### config.mk
export PLATFORM = sky130hd
export DESIGN_NAME = irq_req_latch
export DESIGN_NICKNAME = d
export VERILOG_FILES = /design/src/rtl/irq_latch_pkg.sv /design/src/rtl/irq_sync.sv /design/src/rtl/irq_cfg_regs.sv /design/src/rtl/irq_line_cell.sv /design/src/rtl/irq_insvc.sv /design/src/rtl/irq_req_latch.sv
export SDC_FILE = /design/constraint.sdc
export NUM_CORES = 1
export LEC_CHECK = 0
export BUFFER_PORTS_ARGS = -buffer_cell sky130_fd_sc_hd__buf_4
export CAP_MARGIN = 20
export CORE_MARGIN = 1.5
export CORE_UTILIZATION = 29
export DETAILED_ROUTE_END_ITERATION = 6
export MAX_ROUTING_LAYER = met4
export PLACE_DENSITY = 0.56
export REMOVE_ABC_BUFFERS = 1
export SYNTH_ARGS = -nofsm -noshare
export SYNTH_HDL_FRONTEND = slang
export SYNTH_SLANG_ARGS = --single-unit
### constraint.sdc
create_clock -name clk -period 1.8 [get_ports clk]
set_input_delay 0.18 -clock clk [delete_from_list [all_inputs] [get_ports clk]]
set_output_delay 0.18 -clock clk [all_outputs]
set_load 0.02 [all_outputs]
### src/rtl/irq_latch_pkg.sv
// Package: shared helpers for the interrupt request latch.
// Assumes line counts of at least two.
package irq_latch_pkg;

    // Mode bits held by the configuration register.
    typedef struct packed {
        logic level_all;
        logic auto_eoi;
        logic rotate_aeoi;
    } latch_ctl_t;

    // Next line after 'line', wrapping at 'count'.
    function automatic int wrap_next(input int line, input int count);
        return (line + 1 >= count) ? 0 : line + 1;
    endfunction

endpackage

### src/rtl/irq_sync.sv
// Module: irq_sync
// Multi-flop synchronizer for a vector of asynchronous request pins.
// Assumes STAGES >= 1. Reset drives every stage to 0.
module irq_sync #(
    parameter int WIDTH  = 8,
    parameter int STAGES = 2
) (
    input  logic             clk,
    input  logic             rst_n,
    input  logic [WIDTH-1:0] async_in,
    output logic [WIDTH-1:0] sync_out
);
    logic [WIDTH-1:0] stage_q [STAGES];

    genvar s;
    generate
        for (s = 0; s < STAGES; s++) begin : g_stage
            // Shift each pin level one flop further per clock.
            always_ff @(posedge clk) begin
                if (!rst_n)      stage_q[s] <= '0;
                else if (s == 0) stage_q[s] <= async_in;
                else             stage_q[s] <= stage_q[(s > 0) ? s - 1 : 0];
            end
        end
    endgenerate

    assign sync_out = stage_q[STAGES-1];
endmodule

### src/rtl/irq_cfg_regs.sv
// Module: irq_cfg_regs
// Holds the trigger-select register and the mode bits. A line's effective
// level-trigger flag is its trigger bit OR the global level-mode bit.
// Assumes writes are single-cycle strobes.
module irq_cfg_regs
    import irq_latch_pkg::*;
#(
    parameter int NUM_LINES = 8
) (
    input  logic                 clk,
    input  logic                 rst_n,
    input  logic                 ctl_wr_en,
    input  latch_ctl_t           ctl_wr_data,
    input  logic                 trig_wr_en,
    input  logic [NUM_LINES-1:0] trig_wr_data,
    output latch_ctl_t           ctl_q,
    output logic [NUM_LINES-1:0] trig_q,
    output logic [NUM_LINES-1:0] is_level
);
    // Load the mode bits on their strobe.
    always_ff @(posedge clk) begin
        if (!rst_n)         ctl_q <= '0;
        else if (ctl_wr_en) ctl_q <= ctl_wr_data;
    end

    // Load the trigger-select register on its strobe.
    always_ff @(posedge clk) begin
        if (!rst_n)          trig_q <= '0;
        else if (trig_wr_en) trig_q <= trig_wr_data;
    end

    // Effective trigger mode per line.
    always_comb begin
        is_level = trig_q | {NUM_LINES{ctl_q.level_all}};
    end

    // after a trigger write, lines written 1 are level triggered.
    p_trig_level_r1: assert property (@(posedge clk) disable iff (!rst_n)
        trig_wr_en |=> ((is_level & $past(trig_wr_data)) == $past(trig_wr_data)));
endmodule

### src/rtl/irq_line_cell.sv
// Module: irq_line_cell
// Pending and previous-level state of one request line. The input update is
// applied before an acknowledge in the same cycle.
// Assumes sync_in is already synchronized to clk.
module irq_line_cell (
    input  logic clk,
    input  logic rst_n,
    input  logic sync_in,
    input  logic is_level,
    input  logic ack_hit,
    output logic pend_q,
    output logic prev_q
);
    logic pend_after_in;
    logic pend_next;

    // Pending rule for the line's current trigger mode, then the acknowledge.
    always_comb begin
        if (is_level) pend_after_in = sync_in;
        else          pend_after_in = pend_q | (sync_in & ~prev_q);
        pend_next = (ack_hit && !is_level) ? 1'b0 : pend_after_in;
    end

    // Register pending and previous-level state.
    always_ff @(posedge clk) begin
        if (!rst_n) begin
            pend_q <= 1'b0;
            prev_q <= 1'b0;
        end else begin
            pend_q <= pend_next;
            prev_q <= sync_in;
        end
    end

    // a rising edge on an edge line raises pending.
    p_edge_set_r3: assert property (@(posedge clk) disable iff (!rst_n)
        (!is_level && sync_in && !prev_q && !ack_hit) |=> pend_q);
    // an edge line stays pending until acknowledged.
    p_edge_hold_r3: assert property (@(posedge clk) disable iff (!rst_n)
        (!is_level && pend_q && !ack_hit) |=> pend_q);
    // a level line's pending bit matches its sampled level.
    p_level_follow_r2: assert property (@(posedge clk) disable iff (!rst_n)
        is_level |=> (pend_q == prev_q));
    // acknowledge empties an edge line's pending bit.
    p_ack_clear_r7: assert property (@(posedge clk) disable iff (!rst_n)
        (ack_hit && !is_level) |=> !pend_q);
endmodule

### src/rtl/irq_insvc.sv
// Module: irq_insvc
// In-service register and priority rotation offset. Clears from the mask
// apply before an acknowledge set; a rotating acknowledge beats an offset write.
// Assumes ack_line < NUM_LINES.
module irq_insvc
    import irq_latch_pkg::*;
#(
    parameter int NUM_LINES = 8,
    parameter int LINE_W    = 3
) (
    input  logic                 clk,
    input  logic                 rst_n,
    input  logic                 ack_valid,
    input  logic [LINE_W-1:0]    ack_line,
    input  logic [NUM_LINES-1:0] ack_hot,
    input  logic                 auto_eoi,
    input  logic                 rotate_aeoi,
    input  logic [NUM_LINES-1:0] clr_mask,
    input  logic                 ofs_wr_en,
    input  logic [LINE_W-1:0]    ofs_wr_data,
    output logic [NUM_LINES-1:0] isr_q,
    output logic [LINE_W-1:0]    ofs_q
);
    logic [NUM_LINES-1:0] isr_next;
    logic [LINE_W-1:0]    ofs_next;
    logic [LINE_W-1:0]    rot_target;

    // Next in-service value and next offset.
    always_comb begin
        rot_target = LINE_W'(wrap_next(int'(ack_line), NUM_LINES));
        isr_next   = isr_q & ~clr_mask;
        if (ack_valid && !auto_eoi) isr_next = isr_next | ack_hot;
        ofs_next = ofs_q;
        if (ofs_wr_en) ofs_next = ofs_wr_data;
        if (ack_valid && auto_eoi && rotate_aeoi) ofs_next = rot_target;
    end

    // Register in-service bits and offset.
    always_ff @(posedge clk) begin
        if (!rst_n) begin
            isr_q <= '0;
            ofs_q <= '0;
        end else begin
            isr_q <= isr_next;
            ofs_q <= ofs_next;
        end
    end

    // a plain acknowledge marks its line in service.
    p_ack_isr_r5: assert property (@(posedge clk) disable iff (!rst_n)
        (ack_valid && !auto_eoi) |=> isr_q[$past(ack_line)]);
    // automatic end-of-interrupt leaves in-service untouched.
    p_aeoi_isr_r6: assert property (@(posedge clk) disable iff (!rst_n)
        (ack_valid && auto_eoi && clr_mask == '0) |=> $stable(isr_q));
    // rotation lands just past the acknowledged line.
    p_rotate_r6: assert property (@(posedge clk) disable iff (!rst_n)
        (ack_valid && auto_eoi && rotate_aeoi) |=>
        (int'(ofs_q) == (int'($past(ack_line)) + 1) % NUM_LINES));
    // an offset write alone is taken.
    p_ofs_wr_r11: assert property (@(posedge clk) disable iff (!rst_n)
        (ofs_wr_en && !(ack_valid && auto_eoi && rotate_aeoi)) |=> (ofs_q == $past(ofs_wr_data)));
endmodule

### src/rtl/irq_req_latch.sv
// Module: irq_req_latch
// Top of the interrupt request latch: synchronizer, configuration, one
// cell per line and the in-service/offset register.
// Assumes ack_line addresses an existing line.
module irq_req_latch
    import irq_latch_pkg::*;
#(
    parameter int NUM_LINES   = 8,
    parameter int SYNC_STAGES = 2,
    localparam int LINE_W     = (NUM_LINES > 1) ? $clog2(NUM_LINES) : 1
) (
    input  logic                 clk,
    input  logic                 rst_n,
    input  logic [NUM_LINES-1:0] irq_in,
    input  logic                 ctl_wr_en,
    input  logic                 ctl_level_all,
    input  logic                 ctl_auto_eoi,
    input  logic                 ctl_rotate_aeoi,
    input  logic                 trig_wr_en,
    input  logic [NUM_LINES-1:0] trig_wr_data,
    input  logic                 ack_valid,
    input  logic [LINE_W-1:0]    ack_line,
    input  logic [NUM_LINES-1:0] isr_clr_mask,
    input  logic                 ofs_wr_en,
    input  logic [LINE_W-1:0]    ofs_wr_data,
    output logic [NUM_LINES-1:0] pend_o,
    output logic [NUM_LINES-1:0] prev_o,
    output logic [NUM_LINES-1:0] insvc_o,
    output logic [NUM_LINES-1:0] trig_o,
    output logic [LINE_W-1:0]    ofs_o,
    output logic                 level_all_o,
    output logic                 auto_eoi_o,
    output logic                 rotate_aeoi_o
);
    logic [NUM_LINES-1:0] sync_lvl;
    logic [NUM_LINES-1:0] is_level;
    logic [NUM_LINES-1:0] ack_hot;
    latch_ctl_t           ctl_wr;
    latch_ctl_t           ctl_q;

    // Pack the mode write and decode the acknowledged line.
    always_comb begin
        ctl_wr.level_all   = ctl_level_all;
        ctl_wr.auto_eoi    = ctl_auto_eoi;
        ctl_wr.rotate_aeoi = ctl_rotate_aeoi;
        ack_hot = ack_valid ? (NUM_LINES'(1) << ack_line) : '0;
    end

    irq_sync #(.WIDTH(NUM_LINES), .STAGES(SYNC_STAGES)) u_sync (
        .clk(clk), .rst_n(rst_n), .async_in(irq_in), .sync_out(sync_lvl)
    );

    irq_cfg_regs #(.NUM_LINES(NUM_LINES)) u_cfg (
        .clk(clk), .rst_n(rst_n),
        .ctl_wr_en(ctl_wr_en), .ctl_wr_data(ctl_wr),
        .trig_wr_en(trig_wr_en), .trig_wr_data(trig_wr_data),
        .ctl_q(ctl_q), .trig_q(trig_o), .is_level(is_level)
    );

    genvar i;
    generate
        for (i = 0; i < NUM_LINES; i++) begin : g_line
            irq_line_cell u_cell (
                .clk(clk), .rst_n(rst_n),
                .sync_in(sync_lvl[i]), .is_level(is_level[i]),
                .ack_hit(ack_hot[i]),
                .pend_q(pend_o[i]), .prev_q(prev_o[i])
            );
        end
    endgenerate

    irq_insvc #(.NUM_LINES(NUM_LINES), .LINE_W(LINE_W)) u_insvc (
        .clk(clk), .rst_n(rst_n),
        .ack_valid(ack_valid), .ack_line(ack_line), .ack_hot(ack_hot),
        .auto_eoi(ctl_q.auto_eoi), .rotate_aeoi(ctl_q.rotate_aeoi),
        .clr_mask(isr_clr_mask),
        .ofs_wr_en(ofs_wr_en), .ofs_wr_data(ofs_wr_data),
        .isr_q(insvc_o), .ofs_q(ofs_o)
    );

    // Bring the mode bits out.
    always_comb begin
        level_all_o   = ctl_q.level_all;
        auto_eoi_o    = ctl_q.auto_eoi;
        rotate_aeoi_o = ctl_q.rotate_aeoi;
    end

    // previous-level register follows the synchronizer one edge later.
    p_prev_track_r4: assert property (@(posedge clk) disable iff (!rst_n)
        ##1 1'b1 |-> (prev_o == $past(sync_lvl)));
    // reset leaves the mode bits cleared.
    p_reset_mode_r9: assert property (@(posedge clk)
        $past(!rst_n) |-> (!level_all_o && !auto_eoi_o && !rotate_aeoi_o && trig_o == '0));
endmodule

==> report_table.html <==
<table>
<tr><th>Metric</th><th>Value</th></tr>
<tr><th colspan="2">Yosys</th></tr>
<tr><td>Cells after Synth</td><td>208</td></tr>
<tr><td>Largest area contributor in the netlist</td><td>dfxtp_1</td></tr>
<tr><td>Synth Area in Compound Gates</td><td>between 10% and 20%</td></tr>
<tr><td>Area fraction of the dominant cell type after synthesis</td><td>50.8%</td></tr>
<tr><td>Post-synth design cell area</td><td>~2100 um^2</td></tr>
<tr><td>Most common cell in the netlist</td><td>dfxtp_1</td></tr>
<tr><td>Dominant combinational cell family by area after synthesis</td><td>simple AND/OR/NAND/NOR gates</td></tr>
<tr><td>Main synth FF type</td><td>dfxtp_1</td></tr>
<tr><td>Number of warnings printed during yosys synthesis</td><td>0</td></tr>
<tr><td>Seq/Total Area, Yosys</td><td>50.8%</td></tr>
<tr><td>Seq cells post-synth</td><td>54</td></tr>
<tr><td>Share of flip-flops with an asynchronous set or reset after synthesis</td><td>0%</td></tr>
<tr><td>Area share of and/or/nand/nor cells after synthesis</td><td>about a fifth</td></tr>
<tr><td>EDFF count, synth</td><td>0</td></tr>
<tr><td>Unique cell type count in the Yosys netlist</td><td>27</td></tr>
<tr><td>Share of cell area taken by muxes after synthesis</td><td>6.58%</td></tr>
<tr><td>Top cells by area in the synthesized netlist</td><td>dfxtp_1, and2_1, mux2i_1</td></tr>
<tr><td>Most common library cells after synthesis</td><td>dfxtp_1, nor2_1, and2_1</td></tr>
<tr><td>Area share of xor/xnor cells in the synthesized design</td><td>0%</td></tr>
<tr><td>Fraction of the mapped netlist area in adder cells</td><td>3.53%</td></tr>
<tr><td>Post-Synthesis Mean Instance Area</td><td>between 10 and 15 um^2</td></tr>
<tr><th colspan="2">Routing</th></tr>
<tr><td>Total detailed-routing wirelength</td><td>about 4800 um</td></tr>
<tr><td>Overall via count from detail_route</td><td>between 1500 and 2000</td></tr>
<tr><td>Count of antenna-violating nets left after detailed routing</td><td>0</td></tr>
<tr><td>DR iter-0 viols</td><td>66</td></tr>
<tr><td>Average wire per cell in the routed design</td><td>13.0 um</td></tr>
<tr><td>Vias per inst</td><td>4.27</td></tr>
<tr><td>Number of DRC violations after detailed routing</td><td>0</td></tr>
<tr><td>Pre-antenna DRT Iters</td><td>4</td></tr>
<tr><th colspan="2">Global route</th></tr>
<tr><td>Remaining global-route overflow</td><td>0</td></tr>
<tr><td>Overall routing resource usage</td><td>12.9%</td></tr>
<tr><td>Vias in the first global route</td><td>1452</td></tr>
<tr><td>Wire length of the first global-routing pass</td><td>7290 um</td></tr>
<tr><td>Pin count of the biggest net entering global routing</td><td>26</td></tr>
<tr><td>Initial antenna violation count</td><td>0</td></tr>
<tr><th colspan="2">CTS</th></tr>
<tr><td>Clock transition at the register clock pins on the worst setup and hold paths after CTS</td><td>90 ps</td></tr>
<tr><td>Number of clock sinks</td><td>54</td></tr>
<tr><td>Latest clock arrival within the worst-skew pair</td><td>a little under 300 ps</td></tr>
<tr><td>Count of hold-fix buffers inserted at cts</td><td>0</td></tr>
<tr><td>Cts bufs inserted</td><td>5</td></tr>
<tr><td>Maximum buffer depth of the clock tree</td><td>2</td></tr>
<tr><td>Number of buffers added for setup after CTS</td><td>0</td></tr>
<tr><td>Quantity of gates resized following cts</td><td>0</td></tr>
<tr><td>Root Driver</td><td>clkbuf_8</td></tr>
<tr><td># H-tree levels</td><td>2</td></tr>
<tr><td>Clock tree from TritonCTS</td><td>done</td></tr>
<tr><th colspan="2">Final layout</th></tr>
<tr><td>Fill cell count</td><td>723</td></tr>
<tr><td>Register cell area after layout</td><td>between 1000 and 1500 um^2</td></tr>
<tr><td>Synthesis-to-finish area growth</td><td>29.6%</td></tr>
<tr><td>Ant diodes</td><td>0</td></tr>
<tr><td>Share of post-route cells with drive strength above 1</td><td>35.7%</td></tr>
<tr><td>Design area</td><td>2760 um^2</td></tr>
<tr><td>Net count, final</td><td>314</td></tr>
<tr><td>Multi-input gate area</td><td>860 um^2</td></tr>
<tr><th colspan="2">Placement</th></tr>
<tr><td>Minimum setup slack after placement</td><td>about 420 ps</td></tr>
<tr><td>Routability congestion estimate</td><td>between 0.7 and 0.8</td></tr>
<tr><td>Cell area reported after detailed placement</td><td>2680 um^2</td></tr>
<tr><td>HPWL reported at the end of detailed placement</td><td>3420 um</td></tr>
<tr><td>Count of buffers from port buffering</td><td>76</td></tr>
<tr><th colspan="2">Critical path</th></tr>
<tr><td>Crit path largest cell delay</td><td>720 ps</td></tr>
<tr><td>Req. time, crit path</td><td>1620 ps</td></tr>
<tr><td>Kind of end point of the critical path</td><td>output pin</td></tr>
<tr><td>Setup crit start kind</td><td>flip-flop</td></tr>
<tr><td>Kind of cell adding the most delay to the critical path</td><td>flip-flops</td></tr>
<tr><td>Critical path buffer and inverter count</td><td>1</td></tr>
<tr><td>Data arrival time of the worst path</td><td>approximately 1300 ps</td></tr>
<tr><td>Crit path kind</td><td>reg2out</td></tr>
<tr><td>Crit-path max FO</td><td>15</td></tr>
<tr><td>Worst-path cell with the longest stage delay</td><td>dfxtp_1</td></tr>
<tr><td>Chain of cells forming the critical path</td><td>buf_4</td></tr>
<tr><th colspan="2">Job</th></tr>
<tr><td>Max-cap check violation count</td><td>0</td></tr>
<tr><th colspan="2">Timing</th></tr>
<tr><td>Fin. max-slew vios</td><td>0</td></tr>
<tr><td>Post-layout minimum cycle time</td><td>1460 ps</td></tr>
<tr><td>Slew margin rel.</td><td>58.9%</td></tr>
<tr><td>Endpoints failing hold</td><td>0</td></tr>
<tr><td>Ratio of final minimum period to clock period</td><td>80.9%</td></tr>
<tr><td>Final critical-path setup slack</td><td>344 ps</td></tr>
<tr><td>Setup TNS</td><td>0 ps</td></tr>
<tr><td>Worst-margin pin slew</td><td>615 ps</td></tr>
<tr><td>Peak clock frequency supported by timing</td><td>687 MHz</td></tr>
<tr><td>RSZ-0062 raised after global routing</td><td>no</td></tr>
<tr><td>Fin Clk Skew</td><td>3.98 ps</td></tr>
<tr><td>Final-report setup violation count</td><td>0</td></tr>
<tr><th colspan="2">Die</th></tr>
<tr><td>I/O pins</td><td>77</td></tr>
<tr><td>Core Region</td><td>approximately 7200 um^2</td></tr>
<tr><td>Cell Rows</td><td>31</td></tr>
<tr><td>DIE WIDTH</td><td>88.7 um</td></tr>
<tr><td>Effective utilization at floorplan</td><td>29.7%</td></tr>
<tr><td>Die H</td><td>roughly 90 um</td></tr>
<tr><td>Area of the die</td><td>7870 um^2</td></tr>
<tr><th colspan="2">Pwr</th></tr>
<tr><td>IR drop worst, VDD</td><td>0.000315 V</td></tr>
<tr><td>Cell Pwr Density</td><td>just over 800 nW/um^2</td></tr>
<tr><td>Leakage power total</td><td>1.27 nW</td></tr>
<tr><th colspan="2">Min path</th></tr>
<tr><td>Worst min-delay path class</td><td>in2reg</td></tr>
<tr><th colspan="2">Run status</th></tr>
<tr><td>Result of the run</td><td>finished, final reports clean</td></tr>
</table>
-- layout by cell type (no fill, tap or decap), drive strengths merged, types with 3 or more instances in the layout --
master  count
buf        78
dfxtp      54
nor2       28
and2       24
mux2i      14
inv         8
a21oi       7
nor2b       6
ha          6
a311oi      5
clkbuf      5
or3b        5
a22oi       5
and3        3
a21bo       3
nand2       3
a221oi      3
a211oi      3
a32oi       3
-- per-stage QoR --
step	util (%)	cells	total power [W]	hold WS, ps
floorplan	-	184	0.00146	300
global placement	37.3	361	0.00163	387
detailed placement	37.3	361	0.00164	391
CTS	38.4	368	0.00227	73.9
global route	38.4	368	0.00236	65.5
finish	38.4	368	0.00223	84.9
-- registers in the layout, indices dropped and copies added, names as in the netlist --
register / count
g_line.u_cell.prev_q: 8
u_cfg.ctl_q: 3
u_cfg.trig_q: 8
u_insvc.isr_q: 8
g_line.u_cell.pend_q: 8
u_insvc.ofs_q: 3
u_sync.stage_q: 16
-- path summary, 6_finish.rpt --
check / from / slack, ps / end / cells after the start
max: u_cfg.ctl_q[2] / 340 / level_all_o / 1
min: irq_in[0] / 80 / u_sync.stage_q[0][0] / 2
max reg2reg: u_cfg.ctl_q[2] / 410 / g_line[7].u_cell.pend_q / 3
min reg2reg: u_sync.stage_q[0][4] / 440 / u_sync.stage_q[1][4] / 1
-- where the power goes --
part | internal, W | switching [W]
combinational | 0.000161 | 0.000158
sequential | 0.00125 | 0.0000362
clock | 0.000262 | 0.000365
total | 0.00167 | 0.000559
-- routing by layer --
| layer | up-vias | wire length (um) | global-route usage (%) |
|---|---|---|---|
| met5 | - | 0 | - |
| met4 | 0 | 38 | 2.98 |
| met3 | 5 | 314 | 3.64 |
| met2 | 48 | 2170 | 19.5 |
| met1 | 718 | 2250 | 17.1 |
| li1 | 802 | - | - |
-- cell families (layout without fill, tap and decap cells) --
kind of cell / after synthesis / after routing
buffers and inverters: 32 / 93
adders and majority gates: 6 / 6
muxes: 14 / 14
and+or+nand+nor: 73 / 73
AOI/OAI and AO/OA: 29 / 29
DFF: 54 / 54
-- final cells by class --
| type | count | share of cell area (%) |
|---|---|---|
| Inverter | 8 | 1.09 |
| Timing Repair Buffer | 78 | 21.2 |
| Multi-Input combinational cell | 122 | 31.2 |
| Clock buffer | 5 | 2.49 |
| Tap cell | 99 | 4.49 |
| Sequential cell | 54 | 39.2 |
| Clock inverter | 2 | 0.363 |
Power figures use the tool's default switching activity.
